### src/rtl/cca_pkg.sv
package cca_pkg;

  typedef enum logic [2:0] {
    MODE_CLEAR     = 3'd0,
    MODE_ED        = 3'd1,
    MODE_CS        = 3'd2,
    MODE_SQ        = 3'd3,
    MODE_ED_OR_CS  = 3'd4,
    MODE_ED_OR_SQ  = 3'd5,
    MODE_CS_OR_SQ  = 3'd6,
    MODE_ED_AND_RX = 3'd7
  } cca_mode_e;

  typedef struct packed {
    logic ed;
    logic cs;
    logic sq;
  } busy_terms_t;

endpackage

### src/rtl/cca_dwell_timer.sv
module cca_dwell_timer #(
  parameter int DWELL_US = 10,
  parameter int WIN_US   = 8
) (
  input  logic clk,
  input  logic rst_n,
  input  logic rx_en,
  input  logic us_tick,
  input  logic agc_lock,
  input  logic sq_valid,
  output logic eval
);

  localparam int CW = (DWELL_US > 1) ? $clog2(DWELL_US) : 1;
  localparam logic [CW-1:0] LAST_CNT = CW'(DWELL_US - 1);
  localparam logic [CW-1:0] WIN_CNT  = CW'(WIN_US);

  logic [CW-1:0] cnt_q;
  logic          lock_ok_q;
  logic          taken_q;
  logic          wrap;
  logic          in_win;

  assign wrap   = us_tick && (cnt_q == LAST_CNT);
  assign in_win = (cnt_q == WIN_CNT);
  assign eval   = rx_en && sq_valid && in_win && lock_ok_q && agc_lock && !taken_q;

  always_ff @(posedge clk) begin
    if (!rst_n || !rx_en) begin
      cnt_q     <= '0;
      lock_ok_q <= 1'b1;
      taken_q   <= 1'b0;
    end else begin
      if (us_tick) begin
        cnt_q <= wrap ? '0 : cnt_q + CW'(1);
      end
      if (!agc_lock) begin
        lock_ok_q <= 1'b0;
      end else if (wrap) begin
        lock_ok_q <= 1'b1;
      end
      if (wrap) begin
        taken_q <= 1'b0;
      end else if (eval) begin
        taken_q <= 1'b1;
      end
    end
  end

endmodule

### src/rtl/cca_cs_tracker.sv
module cca_cs_tracker #(
  parameter int PASSES_NO_CS = 2
) (
  input  logic clk,
  input  logic rst_n,
  input  logic rx_en,
  input  logic agc_lock,
  input  logic eval,
  input  logic sq_pass,
  output logic cs_q,
  output logic sq_q,
  output logic trk_q,
  output logic valid_q
);

  localparam int PW = $clog2(PASSES_NO_CS + 1);
  localparam logic [PW-1:0] LAST_PASS = PW'(PASSES_NO_CS - 1);

  logic [PW-1:0] pass_cnt_q;
  logic          take;

  assign take = eval && !trk_q;

  always_ff @(posedge clk) begin
    if (!rst_n || !rx_en) begin
      cs_q       <= 1'b0;
      sq_q       <= 1'b0;
      trk_q      <= 1'b0;
      valid_q    <= 1'b0;
      pass_cnt_q <= '0;
    end else begin
      if (!agc_lock) begin
        cs_q <= 1'b1;
      end
      if (take) begin
        valid_q <= 1'b1;
        if (sq_pass) begin
          sq_q <= 1'b1;
          if (cs_q || (pass_cnt_q == LAST_PASS)) begin
            trk_q <= 1'b1;
          end else begin
            pass_cnt_q <= pass_cnt_q + PW'(1);
          end
        end else begin
          sq_q       <= 1'b0;
          cs_q       <= 1'b0;
          pass_cnt_q <= '0;
        end
      end
    end
  end

endmodule

### src/rtl/cca_busy_mux.sv
module cca_busy_mux
  import cca_pkg::*;
(
  input  logic        rx_en,
  input  logic [2:0]  mode,
  input  busy_terms_t terms,
  output logic        busy
);

  logic pick;

  always_comb begin
    unique case (cca_mode_e'(mode))
      MODE_CLEAR:     pick = 1'b0;
      MODE_ED:        pick = terms.ed;
      MODE_CS:        pick = terms.cs;
      MODE_SQ:        pick = terms.sq;
      MODE_ED_OR_CS:  pick = terms.ed | terms.cs;
      MODE_ED_OR_SQ:  pick = terms.ed | terms.sq;
      MODE_CS_OR_SQ:  pick = terms.cs | terms.sq;
      MODE_ED_AND_RX: pick = terms.ed & (terms.cs | terms.sq);
      default:        pick = 1'b0;
    endcase
  end

  assign busy = rx_en && pick;

endmodule

### src/rtl/cca_ctrl.sv
module cca_ctrl
  import cca_pkg::*;
#(
  parameter int DWELL_US     = 10,
  parameter int WIN_US       = 8,
  parameter int PASSES_NO_CS = 2
) (
  input  logic       clk,
  input  logic       rst_n,
  input  logic       rx_en,
  input  logic       us_tick,
  input  logic       agc_lock,
  input  logic       sq_valid,
  input  logic       sq_pass,
  input  logic       ed_hit,
  input  logic [2:0] cca_mode,
  output logic       busy,
  output logic       tracking,
  output logic       cca_valid
);

  logic        eval;
  logic        cs_q;
  logic        sq_q;
  logic        trk_q;
  logic        valid_q;
  logic        ed_q;
  busy_terms_t terms;

  always_ff @(posedge clk) begin
    if (!rst_n) begin
      ed_q <= 1'b0;
    end else begin
      ed_q <= rx_en && ed_hit;
    end
  end

  cca_dwell_timer #(
    .DWELL_US(DWELL_US),
    .WIN_US  (WIN_US)
  ) u_timer (
    .clk     (clk),
    .rst_n   (rst_n),
    .rx_en   (rx_en),
    .us_tick (us_tick),
    .agc_lock(agc_lock),
    .sq_valid(sq_valid),
    .eval    (eval)
  );

  cca_cs_tracker #(
    .PASSES_NO_CS(PASSES_NO_CS)
  ) u_tracker (
    .clk     (clk),
    .rst_n   (rst_n),
    .rx_en   (rx_en),
    .agc_lock(agc_lock),
    .eval    (eval),
    .sq_pass (sq_pass),
    .cs_q    (cs_q),
    .sq_q    (sq_q),
    .trk_q   (trk_q),
    .valid_q (valid_q)
  );

  assign terms.ed = ed_q;
  assign terms.cs = cs_q | trk_q;
  assign terms.sq = sq_q | trk_q;

  cca_busy_mux u_mux (
    .rx_en(rx_en),
    .mode (cca_mode),
    .terms(terms),
    .busy (busy)
  );

  assign tracking  = trk_q;
  assign cca_valid = valid_q && rx_en;

endmodule

### config.mk
export PLATFORM = sky130hd
export DESIGN_NAME = cca_ctrl
export DESIGN_NICKNAME = d
export VERILOG_FILES = /design/src/rtl/cca_pkg.sv /design/src/rtl/cca_dwell_timer.sv /design/src/rtl/cca_cs_tracker.sv /design/src/rtl/cca_busy_mux.sv /design/src/rtl/cca_ctrl.sv
export SDC_FILE = /design/constraint.sdc
export NUM_CORES = 1
export LEC_CHECK = 0
export ABC_AREA = 1
export BUFFER_PORTS_ARGS = -buffer_cell sky130_fd_sc_hd__buf_2
export CORE_MARGIN = 2
export CORE_UTILIZATION = 50
export DETAILED_ROUTE_END_ITERATION = 8
export PLACE_DENSITY = 0.76
export SLEW_MARGIN = 20
export SYNTH_ARGS = -nofsm -noshare
export SYNTH_HDL_FRONTEND = slang
export SYNTH_SLANG_ARGS = --single-unit
export TNS_END_PERCENT = 10
### constraint.sdc
create_clock -name clk -period 2 [get_ports clk]
set_input_delay 0.3 -clock clk [delete_from_list [all_inputs] [get_ports clk]]
set_output_delay 0.3 -clock clk [all_outputs]
set_load 0.05 [all_outputs]
# == After elaboration in Yosys (flattened, before gate mapping) ==
# Index checks and enable logic that the tools add are counted.
# word_totals
wordCells,59
regBits,13
# classes
bitwise,6
n_eq_ne,12
addsub,2
muxes,10
n_reduce_logical,20
# ops
cell,count
equality test 3 bit (second input constant),4
logical AND 1 bit,10
equality test 4 bit (second input constant),2
one-hot mux 1 bit (8 select lines),1
equality test 3 x 2 -> 1 bit (second input constant),2
two-way mux 1 bit,6
bitwise OR 1 bit,5
adder 4 x 1 -> 4 bit (second input constant),1
zero test 1 bit,4
two-way mux 2 bit,2
two-way mux 4 bit,1
equality test 3 x 1 -> 1 bit (second input constant),1
zero test 3 bit,1
AND reduction 3 bit,1
adder 2 x 1 -> 2 bit (second input constant),1
equality test 2 x 1 -> 1 bit (second input constant),1
logical OR 1 bit,2
inequality test 2 x 1 -> 1 bit (second input constant),1
inequality test 2 bit (second input constant),1
AND reduction 2 bit,1
OR reduction 2 bit,1
bitwise AND 1 bit,1

# == Longest topological paths before layout ==
# depth
ltp_word,7
mapped_depth,8
depth_no_buf,8

# == Modules after synthesis ==
# Synthesis repeated with hierarchy kept, for this count alone.
# hier_totals
cells_unflattened,119
area_unflattened_um2,770.7
# by_module_without_submodules
module,cells_each,area_each_um2,seq_area_each_um2,instances
cca_dwell_timer,55,352.8,120.1,1
cca_cs_tracker,37,275.3,120.1,1
cca_busy_mux,19,91.3,0.0,1
cca_ctrl,8,51.3,20.0,1

# == Worst setup path before layout ==
# Ideal clock, no wire load.
# synth_path
path_type,flip-flop to output port
startpoint,register u_tracker.trk_q
endpoint,output port busy
stages_incl_launch_ff,3
setup_slack_ps,49
t_required_ps,1700
t_arrival_ps,1651
cell_sequence,dfxtp_1 -> inv_1 -> a21oi_1
# synth_via
elab_chain_cells,5
# synth_rtl
item,line_no,source
"start, declared",cca_cs_tracker.sv:12,"output logic trk_q,"
"start signal, assigned",cca_cs_tracker.sv:28,trk_q <= 1'b0;
"start signal, assigned",cca_cs_tracker.sv:40,trk_q <= 1'b1;
"bitwise OR 1 bit, on equally long branches","cca_ctrl.sv:67, cca_ctrl.sv:68",
bitwise OR 1 bit,"cca_busy_mux.sv:20, cca_busy_mux.sv:21",
bitwise AND 1 bit,cca_busy_mux.sv:21,MODE_ED_AND_RX: pick = terms.ed & (terms.cs | terms.sq);
one-hot mux 1 bit (8 select lines) *,cca_busy_mux.sv:13,unique case (cca_mode_e'(mode))
logical AND 1 bit *,cca_busy_mux.sv:26,assign busy = rx_en && pick;
"end, declared",cca_ctrl.sv:17,"output logic busy,"
# Mark *: on every way between the ends. The rest lies on a longest branch, timed or not.

# == Final worst setup path ==
# layout_path
startpoint,register u_tracker.cs_q
endpoint,output port busy
# layout_via
elab_chain_cells,5
# layout_rtl
item,line_no,source
"start, declared",cca_cs_tracker.sv:10,"output logic cs_q,"
"start signal, assigned",cca_cs_tracker.sv:26,cs_q <= 1'b0;
"start signal, assigned",cca_cs_tracker.sv:33,cs_q <= 1'b1;
"start signal, assigned",cca_cs_tracker.sv:46,cs_q <= 1'b0;
bitwise OR 1 bit *,cca_ctrl.sv:67,assign terms.cs = cs_q | trk_q;
bitwise OR 1 bit,"cca_busy_mux.sv:20, cca_busy_mux.sv:21",
bitwise AND 1 bit,cca_busy_mux.sv:21,
one-hot mux 1 bit (8 select lines) *,cca_busy_mux.sv:13,
logical AND 1 bit *,cca_busy_mux.sv:26,
# Marked as above.

==> flow_summary.json <==
{
  "p_switching_uw": 120,
  "power_frac_clock_pct": 33.6,
  "cts_buffers": 3,
  "h-tree-depth": 1,
  "ios": 14,
  "place_hpwl_um": 1060,
  "cpMostUsedCell": "nand2_1",
  "cp.required_ns": 1.70,
  "cts_resized": 0,
  "clock-root-buffer": "clkbuf_4",
  "cts_setup_buffers": 0,
  "grt_pass1_vias": 628,
  "worstReg2RegEnd": "u_tracker.cs_q",
  "finalHoldViolations": 0,
  "vias": 607,
  "avgRoutedWirePerCell_um": 9.81,
  "portBuffers": 13,
  "hold_depth": 3,
  "avgSynthCellArea_um2": 7.22,
  "cp-start-kind": "register",
  "slew_viol_final": 0,
  "worst_ep_arrival_time_ns": 1.38,
  "clock_latency_ns": 0.27,
  "antenna_found_initial": 0,
  "cts_sinks": 13,
  "synth_fp_nets": 112,
  "drc": 0,
  "worst_pin_slew_ns": 0.249,
  "max_freq_ghz": 0.595,
  "final.min_clock_period_ns": 1.68,
  "synth_area_um2": 701,
  "ys_types": 23,
  "rrSetupSlack_ns": 0.77,
  "die_area_mm2": 0.00172,
  "design_area_um2": 811,
  "grt_pass1_wl_um": 2420,
  "slew_headroom_pct": 83.5,
  "wirelength_um": 1270,
  "grt_overflow": 0,
  "viasPerCell": 4.71,
  "synth_seq_area_share_pct": 37.1,
  "fp.dieW_um": 41.4,
  "slowest_stage": "dfxtp_1",
  "grt.total_usage_pct": 17.6,
  "synthSimpleGateAreaFrac_pct": 33.0,
  "gp_congestion": 0.846,
  "maxCapViolCount": 0,
  "drive_gt1_share_pct": 21.9,
  "synth_top_family_by_area": "simple AND/OR/NAND/NOR gates",
  "synth_seq_cells": 13,
  "synthMuxAreaShare_pct": 0,
  "synth_cells": 97,
  "path_class": "reg2out",
  "irDropWorstVdd_uv": 326,
  "core_area_mm2": 0.00130,
  "place_area_um2": 785,
  "synth_compound_area_share_pct": 11.1,
  "slowest_delay_ns": 0.40,
  "internal_power_uw": 360,
  "hold_buffers": 0,
  "worstHoldPathType": "in2reg",
  "register_area_um2": 260,
  "timing.rr.start": "u_timer.cnt_q[1]",
  "holdPathEnd": "ed_q",
  "syn2layout_area_growth_pct": 15.7,
  "rows": 13,
  "outcome": "finished clean",
  "start_util_pct": 53.8,
  "clk_pin_slew_ns": 0.08,
  "multiInputGateArea_um2": 368,
  "p_comb_share_pct": 10.8,
  "hold_start": "ed_hit",
  "clockBufferDepth": 2,
  "firstDrtPassIters": 4,
  "drtIter0Drc": 7,
  "antenna_left": 0,
  "switching_share_pct": 25.0,
  "grt_max_degree": 8,
  "leakagePower_uw": 0.000386,
  "seqPwrFrac_pct": 55.5,
  "r2r_cells": 7,
  "cts_tree": "built",
  "synthXorXnorAreaFrac_pct": 1.25,
  "synth.yosys.warnings": 0,
  "crit_path_end_kind": "output port",
  "final_nets": 130,
  "crit_chain": "nor2_1 > nand3b_1 > nand2_1 > nand2_1 > a21oi_1 > buf_2",
  "antennaDiodeCount": 0,
  "fin_worst_skew_ns": 0.000812,
  "period_share_pct": 84.0,
  "rsz0062_at_grt": "false",
  "fillers": 120,
  "die_y_um": 41.4,
  "synth_fa_ha_area_share_pct": 7.14,
  "tns_ns": 0,
  "crit_path_max_fanout": 4,
  "startpoint": "u_tracker.cs_q",
  "setup-violations-final": 0,
  "power.density_mw_per_mm2": 591
}
[Yosys cell counts, drive strengths merged]
cell type / number / share of area [%]
nand4: 2 / 3.9
o211ai: 1 / 1.1
nor2: 17 / 11
o21ai: 5 / 4.1
xor2: 1 / 1.3
nor3: 1 / 0.71
clkinv: 1 / 0.71
nand3b: 1 / 1.1
ha: 4 / 7.1
dfxtp: 13 / 37
a21oi: 5 / 3.6
nand2: 22 / 12
nand3: 4 / 3.6
o21a: 1 / 1.1
inv: 18 / 9.6
o32ai: 1 / 1.3
[state kept, by name, summed over array words and instances (netlist names)]
register and flops:
u_timer.cnt_q 4, u_tracker.pass_cnt_q 2, u_tracker.valid_q 1, u_timer.lock_ok_q 1
u_tracker.cs_q 1, ed_q 1, u_tracker.trk_q 1, u_tracker.sq_q 1
u_timer.taken_q 1
[per-layer routing]
layer / vias to the layer above / share of wire (%) / global-route usage, %
li1: 337 / - / -
met1: 260 / 44 / 19.1
met2: 8 / 52 / 33.1
met3: 2 / 2.6 / 2.61
met4: 0 / 1.1 / 7.74
met5: - / 0 / 0
[cells by family (layout without fill, tap and decap cells)]
kind of cell / count (synthesis) / after routing
xor gates and xnor gates: 1 / 1
AOI/OAI and AO/OA: 13 / 13
DFF: 13 / 13
and+or+nand+nor: 47 / 47
buffers and inverters: 19 / 36
adders and majority gates: 4 / 4
[layout by cell type, fill, tap and decap left out]
master,netlist,routed
a21oi_1,5,5
buf_2,0,13
clkbuf_1,0,1
clkbuf_4,0,3
clkinv_2,1,1
dfxtp_1,13,13
ha_1,4,4
inv_1,17,17
inv_2,1,1
nand2_1,20,20
nand2_2,2,2
nand3_1,3,3
nand3_2,1,1
nand3b_1,1,1
nand4_1,1,1
nand4_4,1,1
nor2_1,15,15
nor2_4,2,2
nor3_1,1,1
o211ai_1,1,1
o21a_1,1,1
o21ai_0,3,3
o21ai_1,1,1
o21ai_2,1,1
o32ai_1,1,1
xor2_1,1,1
[power by group through the flow]
stage	clock [uW]	sequential, uW	combinational, uW
3_3_place_gp	0	272	50.6
2_1_floorplan	0	271	31.6
4_1_cts	164	266	52.6
3_5_place_dp	0	273	52.4
5_1_grt	174	267	60.7
6_report	161	266	51.9
[final cells by class]
class                   instances  area share [%]
flip-flops and latches         13            32.1
inverters                      19            8.95
multi-input cells              65            45.4
well taps                      15            2.31
clock buffers                   4            3.24
repair buffers                 13            8.02
[how the worst max path moves through the flow]
stage	slack [ns]	cells past startpoint	end
6_report	0.32	6	busy
5_1_grt	0.17	6	busy
4_1_cts	0.31	6	busy
3_5_place_dp	0.53	8	busy
3_3_place_gp	0.59	8	busy
2_1_floorplan	0.05	2	busy
[through the flow]
| stage | hold WS [ns] | util [%] | std cells | setup slack [ns] | power, uW |
|---|---|---|---|---|---|
| after CTS | 0.233 | 62.3 | 129 | 0.313 | 483 |
| after floorplan | 0.412 | - | 97 | 0.0487 | 303 |
| after global placement | 0.440 | 60.3 | 125 | 0.591 | 323 |
| final | 0.234 | 62.3 | 129 | 0.320 | 480 |
| after global routing | 0.250 | 62.3 | 129 | 0.168 | 502 |
| after detailed placement | 0.444 | 60.3 | 125 | 0.532 | 325 |
[critical path: cells and delay by family, from the launching register on]
family | cells | cell delay [ns]
compound gates | 1 | 0.11
simple gates | 4 | 0.33
flops | 1 | 0.40
buf+inv | 1 | 0.27
No activity file was read; power rests on OpenSTA's default activity.
